==> config.mk <==
export PLATFORM = sky130hd
export DESIGN_NAME = lp_cfi_guard
export DESIGN_NICKNAME = d
export VERILOG_FILES = /design/src/rtl/lp_cfi_pkg.sv /design/src/rtl/lp_mode_enable.sv /design/src/rtl/lp_pad_check.sv /design/src/rtl/lp_cfi_guard.sv
export SDC_FILE = /design/constraint.sdc
export NUM_CORES = 1
export LEC_CHECK = 0
export ABC_AREA = 0
export BUFFER_PORTS_ARGS = -buffer_cell sky130_fd_sc_hd__buf_2
export CAP_MARGIN = 20
export CORE_MARGIN = 2
export CORE_UTILIZATION = 33
export DETAILED_ROUTE_END_ITERATION = 10
export GPL_ROUTABILITY_DRIVEN = 0
export PLACE_DENSITY = 0.87
export SLEW_MARGIN = 20
export SYNTH_ARGS = -nofsm -noshare
export SYNTH_HDL_FRONTEND = slang
export SYNTH_SLANG_ARGS = --single-unit
==> constraint.sdc <==
create_clock -name clk -period 1.37 [get_ports clk]
set_input_delay 0.0685 -clock clk [delete_from_list [all_inputs] [get_ports clk]]
set_output_delay 0.0685 -clock clk [all_outputs]
set_load 0.005 [all_outputs]
==> src/rtl/lp_cfi_pkg.sv <==
package lp_cfi_pkg;
    localparam logic [1:0] PRIV_U = 2'd0;
    localparam logic [1:0] PRIV_S = 2'd1;
    localparam logic [1:0] PRIV_M = 2'd3;

    localparam int          PAD_OP_W      = 12;
    localparam logic [11:0] PAD_OPCODE    = 12'h017;
    localparam int          CAUSE_W       = 6;
    localparam logic [5:0]  SWCHECK_CAUSE = 6'd18;
    localparam int          PAD_FAULT_VAL = 2;

    typedef struct packed {
        logic elp;
        logic spelp;
        logic mpelp;
        logic dpelp;
        logic fault;
    } lp_state_t;

    function automatic logic is_link_reg(input logic [4:0] idx);
        return (idx == 5'd1) || (idx == 5'd5) || (idx == 5'd7);
    endfunction
endpackage

==> src/rtl/lp_mode_enable.sv <==
module lp_mode_enable
    import lp_cfi_pkg::*;
(
    input  logic [1:0] priv,
    input  logic       virt,
    input  logic       has_smode,
    input  logic       cfg_m_lpe,
    input  logic       cfg_s_lpe,
    input  logic       cfg_h_lpe,
    input  logic       cfg_sec_lpe,
    output logic       en
);
    always_comb begin
        case (priv)
            PRIV_U:  en = has_smode ? cfg_s_lpe : cfg_m_lpe;
            PRIV_S:  en = virt ? cfg_h_lpe : cfg_m_lpe;
            PRIV_M:  en = cfg_sec_lpe;
            default: en = 1'b0;
        endcase
    end
endmodule

==> src/rtl/lp_pad_check.sv <==
module lp_pad_check
    import lp_cfi_pkg::*;
#(
    parameter int INSN_W  = 32,
    parameter int LABEL_W = 20
) (
    input  logic [INSN_W-1:0]  insn,
    input  logic [1:0]         pc_lo,
    input  logic [LABEL_W-1:0] x7_label,
    output logic               is_pad,
    output logic               pad_ok
);
    localparam int OP_W = INSN_W - LABEL_W;

    logic [LABEL_W-1:0] label;

    always_comb begin
        label  = insn[INSN_W-1:OP_W];
        is_pad = (insn[OP_W-1:0] == PAD_OPCODE[OP_W-1:0]);
        pad_ok = (pc_lo == 2'b00) && ((label == '0) || (label == x7_label));
    end

    initial begin

        opw_chk: assert (OP_W == PAD_OP_W);
    end
endmodule

==> src/rtl/lp_cfi_guard.sv <==
module lp_cfi_guard
    import lp_cfi_pkg::*;
#(
    parameter int INSN_W  = 32,
    parameter int LABEL_W = 20,
    parameter int REG_W   = 5,
    parameter int TVAL_W  = 64
) (
    input  logic               clk,
    input  logic               rst_n,
    input  logic               ret_valid,
    input  logic [INSN_W-1:0]  ret_insn,
    input  logic [1:0]         ret_pc_lo,
    input  logic               ret_is_ijump,
    input  logic [REG_W-1:0]   ret_base_reg,
    input  logic [LABEL_W-1:0] x7_label,
    input  logic [1:0]         priv,
    input  logic               virt,
    input  logic               has_smode,
    input  logic               cfg_m_lpe,
    input  logic               cfg_s_lpe,
    input  logic               cfg_h_lpe,
    input  logic               cfg_sec_lpe,
    input  logic               trap_to_s,
    input  logic               trap_to_m,
    input  logic               sret,
    input  logic               mret,
    input  logic               dbg_enter,
    input  logic               dbg_exit,
    input  logic [1:0]         rtn_priv,
    input  logic               rtn_virt,
    output logic               fault,
    output logic [CAUSE_W-1:0] fault_cause,
    output logic [TVAL_W-1:0]  fault_tval,
    output logic               elp,
    output logic               spelp,
    output logic               mpelp,
    output logic               dpelp
);
    lp_state_t st_d, st_q;
    logic      cur_en, tgt_en;
    logic      is_pad, pad_ok;

    lp_mode_enable u_cur_en (
        .priv(priv), .virt(virt), .has_smode(has_smode),
        .cfg_m_lpe(cfg_m_lpe), .cfg_s_lpe(cfg_s_lpe),
        .cfg_h_lpe(cfg_h_lpe), .cfg_sec_lpe(cfg_sec_lpe), .en(cur_en)
    );

    lp_mode_enable u_tgt_en (
        .priv(rtn_priv), .virt(rtn_virt), .has_smode(has_smode),
        .cfg_m_lpe(cfg_m_lpe), .cfg_s_lpe(cfg_s_lpe),
        .cfg_h_lpe(cfg_h_lpe), .cfg_sec_lpe(cfg_sec_lpe), .en(tgt_en)
    );

    lp_pad_check #(.INSN_W(INSN_W), .LABEL_W(LABEL_W)) u_pad (
        .insn(ret_insn), .pc_lo(ret_pc_lo), .x7_label(x7_label),
        .is_pad(is_pad), .pad_ok(pad_ok)
    );

    always_comb begin
        st_d       = st_q;
        st_d.fault = 1'b0;
        if (dbg_enter) begin
            st_d.dpelp = st_q.elp;
            st_d.elp   = 1'b0;
        end else if (trap_to_m) begin
            st_d.mpelp = st_q.elp;
            st_d.elp   = 1'b0;
        end else if (trap_to_s) begin
            st_d.spelp = st_q.elp;
            st_d.elp   = 1'b0;
        end else if (dbg_exit) begin
            if (tgt_en) st_d.elp = st_q.dpelp;
        end else if (mret) begin
            if (tgt_en) begin
                st_d.elp   = st_q.mpelp;
                st_d.mpelp = 1'b0;
            end
        end else if (sret) begin
            if (tgt_en) begin
                st_d.elp   = st_q.spelp;
                st_d.spelp = 1'b0;
            end
        end else if (ret_valid) begin
            if (st_q.elp && !is_pad) begin
                st_d.fault = 1'b1;
            end else if (st_q.elp && is_pad && cur_en) begin
                if (pad_ok) st_d.elp   = 1'b0;
                else        st_d.fault = 1'b1;
            end else if (ret_is_ijump && cur_en) begin
                st_d.elp = !is_link_reg(ret_base_reg);
            end
        end
    end

    always_ff @(posedge clk) begin
        if (!rst_n) st_q <= '0;
        else        st_q <= st_d;
    end

    assign fault       = st_q.fault;
    assign fault_cause = st_q.fault ? SWCHECK_CAUSE : '0;
    assign fault_tval  = st_q.fault ? TVAL_W'(PAD_FAULT_VAL) : '0;
    assign elp         = st_q.elp;
    assign spelp       = st_q.spelp;
    assign mpelp       = st_q.mpelp;
    assign dpelp       = st_q.dpelp;

    logic any_event;
    assign any_event = dbg_enter | trap_to_m | trap_to_s | dbg_exit | mret | sret;


    fault_needs_armed_chk: assert property (@(posedge clk) disable iff (!rst_n)
        fault |-> $past(st_q.elp) && $stable(st_q.elp));


    arm_from_jump_chk: assert property (@(posedge clk) disable iff (!rst_n)
        (ret_valid && ret_is_ijump && cur_en && !st_q.elp && !any_event)
        |=> (st_q.elp == !$past(is_link_reg(ret_base_reg))));


    trap_m_save_chk: assert property (@(posedge clk) disable iff (!rst_n)
        (trap_to_m && !dbg_enter) |=> (!st_q.elp && st_q.mpelp == $past(st_q.elp)));


    dbg_save_chk: assert property (@(posedge clk) disable iff (!rst_n)
        dbg_enter |=> (!st_q.elp && st_q.dpelp == $past(st_q.elp)));


    mret_restore_chk: assert property (@(posedge clk) disable iff (!rst_n)
        (mret && tgt_en && !dbg_enter && !trap_to_m && !trap_to_s && !dbg_exit)
        |=> (!st_q.mpelp && st_q.elp == $past(st_q.mpelp)));
endmodule

==> metrics.md, run 1 <==
| Metric | Value |
|---|---|
| Dominant cell type by count on the critical path | `sky130_fd_sc_hd__and3b_1` |
| Post-Syn Instances | `166` |
| Number of inserted diodes | `0` |
| Cell area after synthesis | `1260 µm²` |
| Area growth from synthesis to layout | `24.9%` |
| Final Cycle Share | `0.915` |
| Number of antenna violations at the first check in global routing | `0` |
| Maximum VDD drop | `299 µV` |
| Combined global-route utilization of all metal layers | `0.124` |
| Highest fanout seen on the critical path | `5` |
| Final setup violation count | `0` |
| Boundary pin count | `155` |
| Final hold violations | `0` |
| Start-to-end type of the worst setup path | `in -> reg` |
| Total of warnings raised by yosys | `0` |
| Critical Path, Cell by Cell | `buf_2 > and3b_1 > o31a_1 > nor3_2 > and3b_1 > a21oi_2 > mux2i_1` |
| Share of final-layout standard cells stronger than drive strength 1 | `0.395` |
| Cell type with the largest total area after synthesis | `sky130_fd_sc_hd__buf_4` |
| Register bit count reported by yosys | `5` |
| H-tree depth reported by CTS | `1` |
| Time the worst path needs with I/O delays and setup | `1.25 ns` |
| Clock transition at the register clock pins on the worst setup and hold paths after CTS | `0.03 ns` |
| Area of the die | `4330 µm²` |
| Sink count of the clock tree | `5` |
| Worst path required time | `1.51 ns` |
| Insertion delay of the later-clocked pin in the worst-skew pair | `0.22 ns` |
| Largest net degree at the start of global routing | `10` |
| Die boundary height | `65.8 µm` |
| Number of enable-type register cells in the synthesized netlist | `0` |
| Fmax achieved | `0.798 GHz` |
| Number of buffer cells added on primary ports | `87` |
| Type of origin of the critical path | `primary input` |
| Slowest stage cell on the critical path | `sky130_fd_sc_hd__o31a_1` |
| Worst hold-check slack | `0.0957 ns` |
| Async set or reset register ratio after synthesis | `0` |
| Largest cells by area after synthesis | `sky130_fd_sc_hd__buf_4, sky130_fd_sc_hd__xnor2_1, sky130_fd_sc_hd__dfxtp_1` |
| Count of unique library cells instantiated by Yosys | `37` |
| Violation count after the first detailed-routing iteration | `17` |
| Number of DRC violations after detailed routing | `0` |
| Number of iterations in the first detailed-routing pass | `4` |
| Critical Path Max Stage Delay | `0.29 ns` |
| Initial standard-cell utilization of the core | `0.344` |
| Overall Power | `0.731 mW` |
| Kind of path behind the tightest hold check | `in -> reg` |
| Unrepaired setup endpoints after global routing | `false` |
| Remaining number of nets flagged by the antenna check after routing | `0` |
| Critical Path End Type | `flip-flop` |
| Root Driver | `sky130_fd_sc_hd__clkbuf_8` |
| Horiz. Die Dim | `65.8 µm` |
| Sequential fraction of the synthesis area | `0.0794` |
| Gr ovfl total | `0` |
| Worst Clk Skew | `0.00163 ns` |
| Clock buffers created by TritonCTS | `3` |
| Maximum count of clock buffers along a single path | `2` |
| Via-per-instance ratio | `4.20` |
| Final WL | `2920 µm` |
| Static leakage power | `0.840 nW` |
| Util after Layout | `0.430` |
| Result of the run | `finished clean` |
| Primary FF master, synth | `sky130_fd_sc_hd__dfxtp_1` |
| PD cells | `464 nW/µm²` |
| Number of global-route vias before repair | `1127` |
| Average routed wire per standard cell | `9.53 µm` |
| Total number of vias | `1285` |
| Layout net count | `339` |
| Synthesized area divided by synthesized cell count | `7.60 µm²` |
| Number of core rows | `22` |
| Share of Yosys cell area claimed by the top area cell type | `0.417` |
| Clock tree from TritonCTS | `built` |
| Core box area | `3660 µm²` |
| Data arrival time of the worst path | `1.39 ns` |
| First-pass GRT wire length | `4240 µm` |
| Detailed-placement wirelength estimate | `2730 µm` |
| MaxCap Viol Count | `0` |
| Number of max-slew violations in the final report | `0` |
[path summary, 6_finish.rpt]
check | start | to | slack (ns) | cells past startpoint
max | rtn_priv[0] | elp$_SDFFE_PP0P_ | 0.12 | 7
min | ret_valid | fault$_SDFF_PP0_ | 0.1 | 3
max reg2reg | elp$_SDFFE_PP0P_ | elp$_SDFFE_PP0P_ | 0.17 | 5
min reg2reg | mpelp$_SDFFE_PN0P_ | mpelp$_SDFFE_PN0P_ | 0.49 | 2
[synth_stat cells (3+ instances only)]
cell / n
sky130_fd_sc_hd__mux2i_1: 4
sky130_fd_sc_hd__nor4_1: 9
sky130_fd_sc_hd__xor2_1: 4
sky130_fd_sc_hd__a21oi_1: 3
sky130_fd_sc_hd__dfxtp_1: 5
sky130_fd_sc_hd__xnor2_1: 16
sky130_fd_sc_hd__nor2_1: 6
sky130_fd_sc_hd__nand2_1: 4
sky130_fd_sc_hd__nor3b_1: 3
sky130_fd_sc_hd__nand3_1: 7
sky130_fd_sc_hd__buf_4: 70
sky130_fd_sc_hd__nand4_1: 4
[kinds of logic (layout without fill, tap and decap cells)]
group,after synthesis,count (layout),synth area share
AOI/OAI and AO/OA,17,17,0.0982
xor gates and xnor gates,20,20,0.139
buffers and inverters,70,96,0.417
DFF,5,5,0.0794
muxes,4,4,0.0317
other,1,67,0.00297
and+or+nand+nor,49,49,0.232
[area by class of cell]
type | count | area [µm²]
Fill cell | 374 | 2090
Multi-Input combinational cell | 157 | 896
Timing Repair Buffer | 92 | 473
Sequential cell | 5 | 101
Tap cell | 48 | 60.1
Clock buffer | 4 | 45.0
[state kept, by name (all words and copies together), names as in the netlist]
name   cells
spelp      1
dpelp      1
fault      1
elp        1
mpelp      1
[layer usage]
metal	track usage	vias to the layer above	wire [µm]
met5	0	-	0
met4	0.0729	0	104
met3	0.0187	12	351
met2	0.251	98	1520
met1	0.114	549	941
li1	-	626	-
[per-stage QoR]
stage	instance area, µm²	setup WS, ns	cells	setup TNS (ns)
2_1_floorplan	1510	0.129	232	0
3_3_place_gp	1520	-0.136	302	-0.136
3_5_place_dp	1520	-0.188	302	-0.188
4_1_cts	1560	0.0324	306	0
5_1_grt	1580	0.00326	306	0
6_report	1580	0.116	306	0
[cell usage in the layout (no fill, tap or decap), drive strengths merged, types with 2 or more instances in the layout]
cell type,netlist,layout
nand2,4,4
nand4,4,4
xor2,4,4
nor4,9,9
nor2b,2,2
a21boi,2,2
clkbuf,0,4
nand2b,2,2
o21ai,2,2
dfxtp,5,5
mux2i,4,4
nand3,7,7
a21oi,5,5
nor2,6,6
conb,1,67
and3b,2,2
nor3b,3,3
buf,70,92
nor3,3,3
xnor2,16,16
[power by group]
part / switching (mW) / total [mW] / internal [mW]
Clock: 0.0672 / 0.266 / 0.199
Sequential: 0.000247 / 0.147 / 0.147
Combinational: 0.159 / 0.318 / 0.159
Total: 0.227 / 0.731 / 0.505
[what timing repair did]
| item | in CTS | in global routing |
|---|---|---|
| buffers inserted | 0 | 0 |
| hold buffers | 0 | 0 |
| gates resized for setup | 0 | 3 |
| setup endpoints to repair | 0 | 1 |
[worst max-delay path: cells and delay by family]
family          cells  cell delay, ns
mux                 1            0.20
buf+inv             1            0.12
compound gates      2            0.44
simple gates        3            0.56
No activity file was read; power rests on OpenSTA's default activity.
==> run 2: changes to the inputs <==
Settings changed: CORE_ASPECT_RATIO set to 0.8, CTS_CLUSTER_DIAMETER set to 100.
==> metrics.md, run 2 (same netlist as run 1, synthesis figures left out) <==
| Metric | Value |
|---|---|
| Highest fanout seen on the critical path | `3` |
| Number of iterations in the first detailed-routing pass | `4` |
| Via-per-instance ratio | `4.09` |
| First-pass GRT wire length | `4360 µm` |
| Count of placed standard cells in the final layout, fillers left out | `304` |
| Worst Reg-to-Reg Cells | `5` |
| Final setup violation count | `0` |
| Area of the die | `4340 µm²` |
| Time the worst path needs with I/O delays and setup | `1.23 ns` |
| Number of inserted diodes | `0` |
| Layout net count | `341` |
| Gr ovfl total | `0` |
| Initial standard-cell utilization of the core | `0.338` |
| Worst-case register-to-register setup slack | `0.24 ns` |
| Worst Clk Skew | `0.00263 ns` |
| Hold-critical path depth | `3` |
| Maximum VDD drop | `201 µV` |
| Clock tree from TritonCTS | `built` |
| Kind of path behind the tightest hold check | `in -> reg` |
| Final Cycle Share | `0.898` |
| Data arrival time of the worst path | `1.38 ns` |
| Most common cell after layout, fill and taps aside | `sky130_fd_sc_hd__buf_2` |
| Hold endpoint | `fault$_SDFF_PP0_` |
| Placed insts | `300` |
| Fmax achieved | `0.813 GHz` |
| MaxCap Viol Count | `0` |
| H-tree depth reported by CTS | `1` |
| Number of core rows | `20` |
| Violation count after the first detailed-routing iteration | `37` |
| Share of final-layout standard cells stronger than drive strength 1 | `0.396` |
| Critical Path, Cell by Cell | `buf_2 > and3b_1 > o31a_1 > nor3_2 > and3b_1 > a21oi_2 > mux2i_1` |
| Post-route setup TNS | `0 ns` |
| Type of origin of the critical path | `primary input` |
| FF-to-FF End | `elp$_SDFFE_PP0P_` |
| Average routed wire per standard cell | `9.63 µm` |
| Number of global-route vias before repair | `1034` |
| Result of the run | `finished clean` |
| Root Driver | `sky130_fd_sc_hd__clkbuf_8` |
| Maximum count of clock buffers along a single path | `2` |
| Post-detailed-placement cell area | `1530 µm²` |
| Post-cts gate resize count | `0` |
| Die boundary height | `59.3 µm` |
| Hold wc startpoint | `ret_valid` |
| Dominant cell type by count on the critical path | `sky130_fd_sc_hd__and3b_1` |
| Combined global-route utilization of all metal layers | `0.126` |
| Area growth from synthesis to layout | `25.6%` |
| Critical Path Max Stage Delay | `0.30 ns` |
| Clock transition at the register clock pins on the worst setup and hold paths after CTS | `0.04 ns` |
| Clock buffers created by TritonCTS | `3` |
| Critical Path End Type | `flip-flop` |
| Unrepaired setup endpoints after global routing | `false` |
| Total number of vias | `1242` |
| Final hold violations | `0` |
| Insertion delay of the later-clocked pin in the worst-skew pair | `0.23 ns` |
| Largest net degree at the start of global routing | `7` |
| Number of buffer cells added on primary ports | `87` |
| Sink count of the clock tree | `5` |
| Start-to-end type of the worst setup path | `in -> reg` |
| Remaining number of nets flagged by the antenna check after routing | `0` |
| Design area | `1580 µm²` |
| Util after Layout | `0.425` |
| Top Family by Delay on Critical Path | `simple AND/OR/NAND/NOR gates` |
| Final WL | `2930 µm` |
| Post-CTS Hold Buffers | `0` |
| PD cells | `475 nW/µm²` |
| Core box area | `3730 µm²` |
| Boundary pin count | `155` |
| Commonest cells after routing, fill and taps aside | `sky130_fd_sc_hd__buf_2, sky130_fd_sc_hd__conb_1, sky130_fd_sc_hd__xnor2_1` |
| Number of buffers and inverters on the critical path | `1` |
| Number of max-slew violations in the final report | `0` |
| Horiz. Die Dim | `73.1 µm` |
| Static leakage power | `0.850 nW` |
| Critical register-to-register path startpoint | `elp$_SDFFE_PP0P_` |
| Slowest stage cell on the critical path | `sky130_fd_sc_hd__o31a_1` |
| Post CTS Setup Buffer Count | `0` |
| Detailed-placement wirelength estimate | `2690 µm` |
| Number of DRC violations after detailed routing | `0` |
| Number of antenna violations at the first check in global routing | `0` |
| Worst path required time | `1.52 ns` |
==> run 2: cell count changes in the layout (fill, tap and decap cells not counted), sizes merged <==
cell	change
buf	+2
==> run 2: worst max-delay path by stage <==
stage	startpoint	end	slack [ns]	cells after the start
2_1_floorplan	rtn_priv[0]	elp$_SDFFE_PP0P_	0.13	6
3_3_place_gp	rtn_priv[0]	elp$_SDFFE_PP0P_	-0.06	7
3_5_place_dp	rtn_priv[0]	elp$_SDFFE_PP0P_	-0.08	7
4_1_cts	rtn_priv[0]	elp$_SDFFE_PP0P_	0.13	7
5_1_grt	rtn_priv[0]	elp$_SDFFE_PP0P_	0.03	7
6_report	rtn_priv[0]	elp$_SDFFE_PP0P_	0.14	7
==> run 2: metal layers <==
layer,routed length [µm],share of wire,global-route usage,vias to the layer above
met5,0,0,0,-
met4,17,0.0058,0.0397,0
met3,255,0.087,0.0136,2
met2,1500,0.51,0.225,71
met1,1160,0.40,0.159,538
li1,-,-,-,631
==> run 2: layout make-up <==
class	count	area [µm²]
fillers	393	2140
multi-input cells	157	896
well taps	44	55.1
flip-flops and latches	5	100
repair buffers	94	488
clock buffers	4	45.0
==> run 2: per-stage QoR <==
step / hold slack, ns / setup WS, ns / total power [mW]
global route: 0.101 / 0.0267 / 0.804
detailed placement: 0.322 / -0.0837 / 0.466
finish: 0.0873 / 0.140 / 0.752
CTS: 0.0837 / 0.126 / 0.751
floorplan: 0.194 / 0.129 / 0.436
global placement: 0.321 / -0.0627 / 0.461
==> run 2: where the power goes <==
| group | switching [mW] | internal [mW] |
|---|---|---|
| sequential | 0.000129 | 0.147 |
| combinational | 0.163 | 0.161 |
| clock | 0.0811 | 0.201 |
| total | 0.244 | 0.508 |
==> run 2: tightest hold or removal path: stages <==
cell and delay, ns:
sky130_fd_sc_hd__buf_2 0.10, sky130_fd_sc_hd__nand2_1 0.05, sky130_fd_sc_hd__a311oi_1 0.04
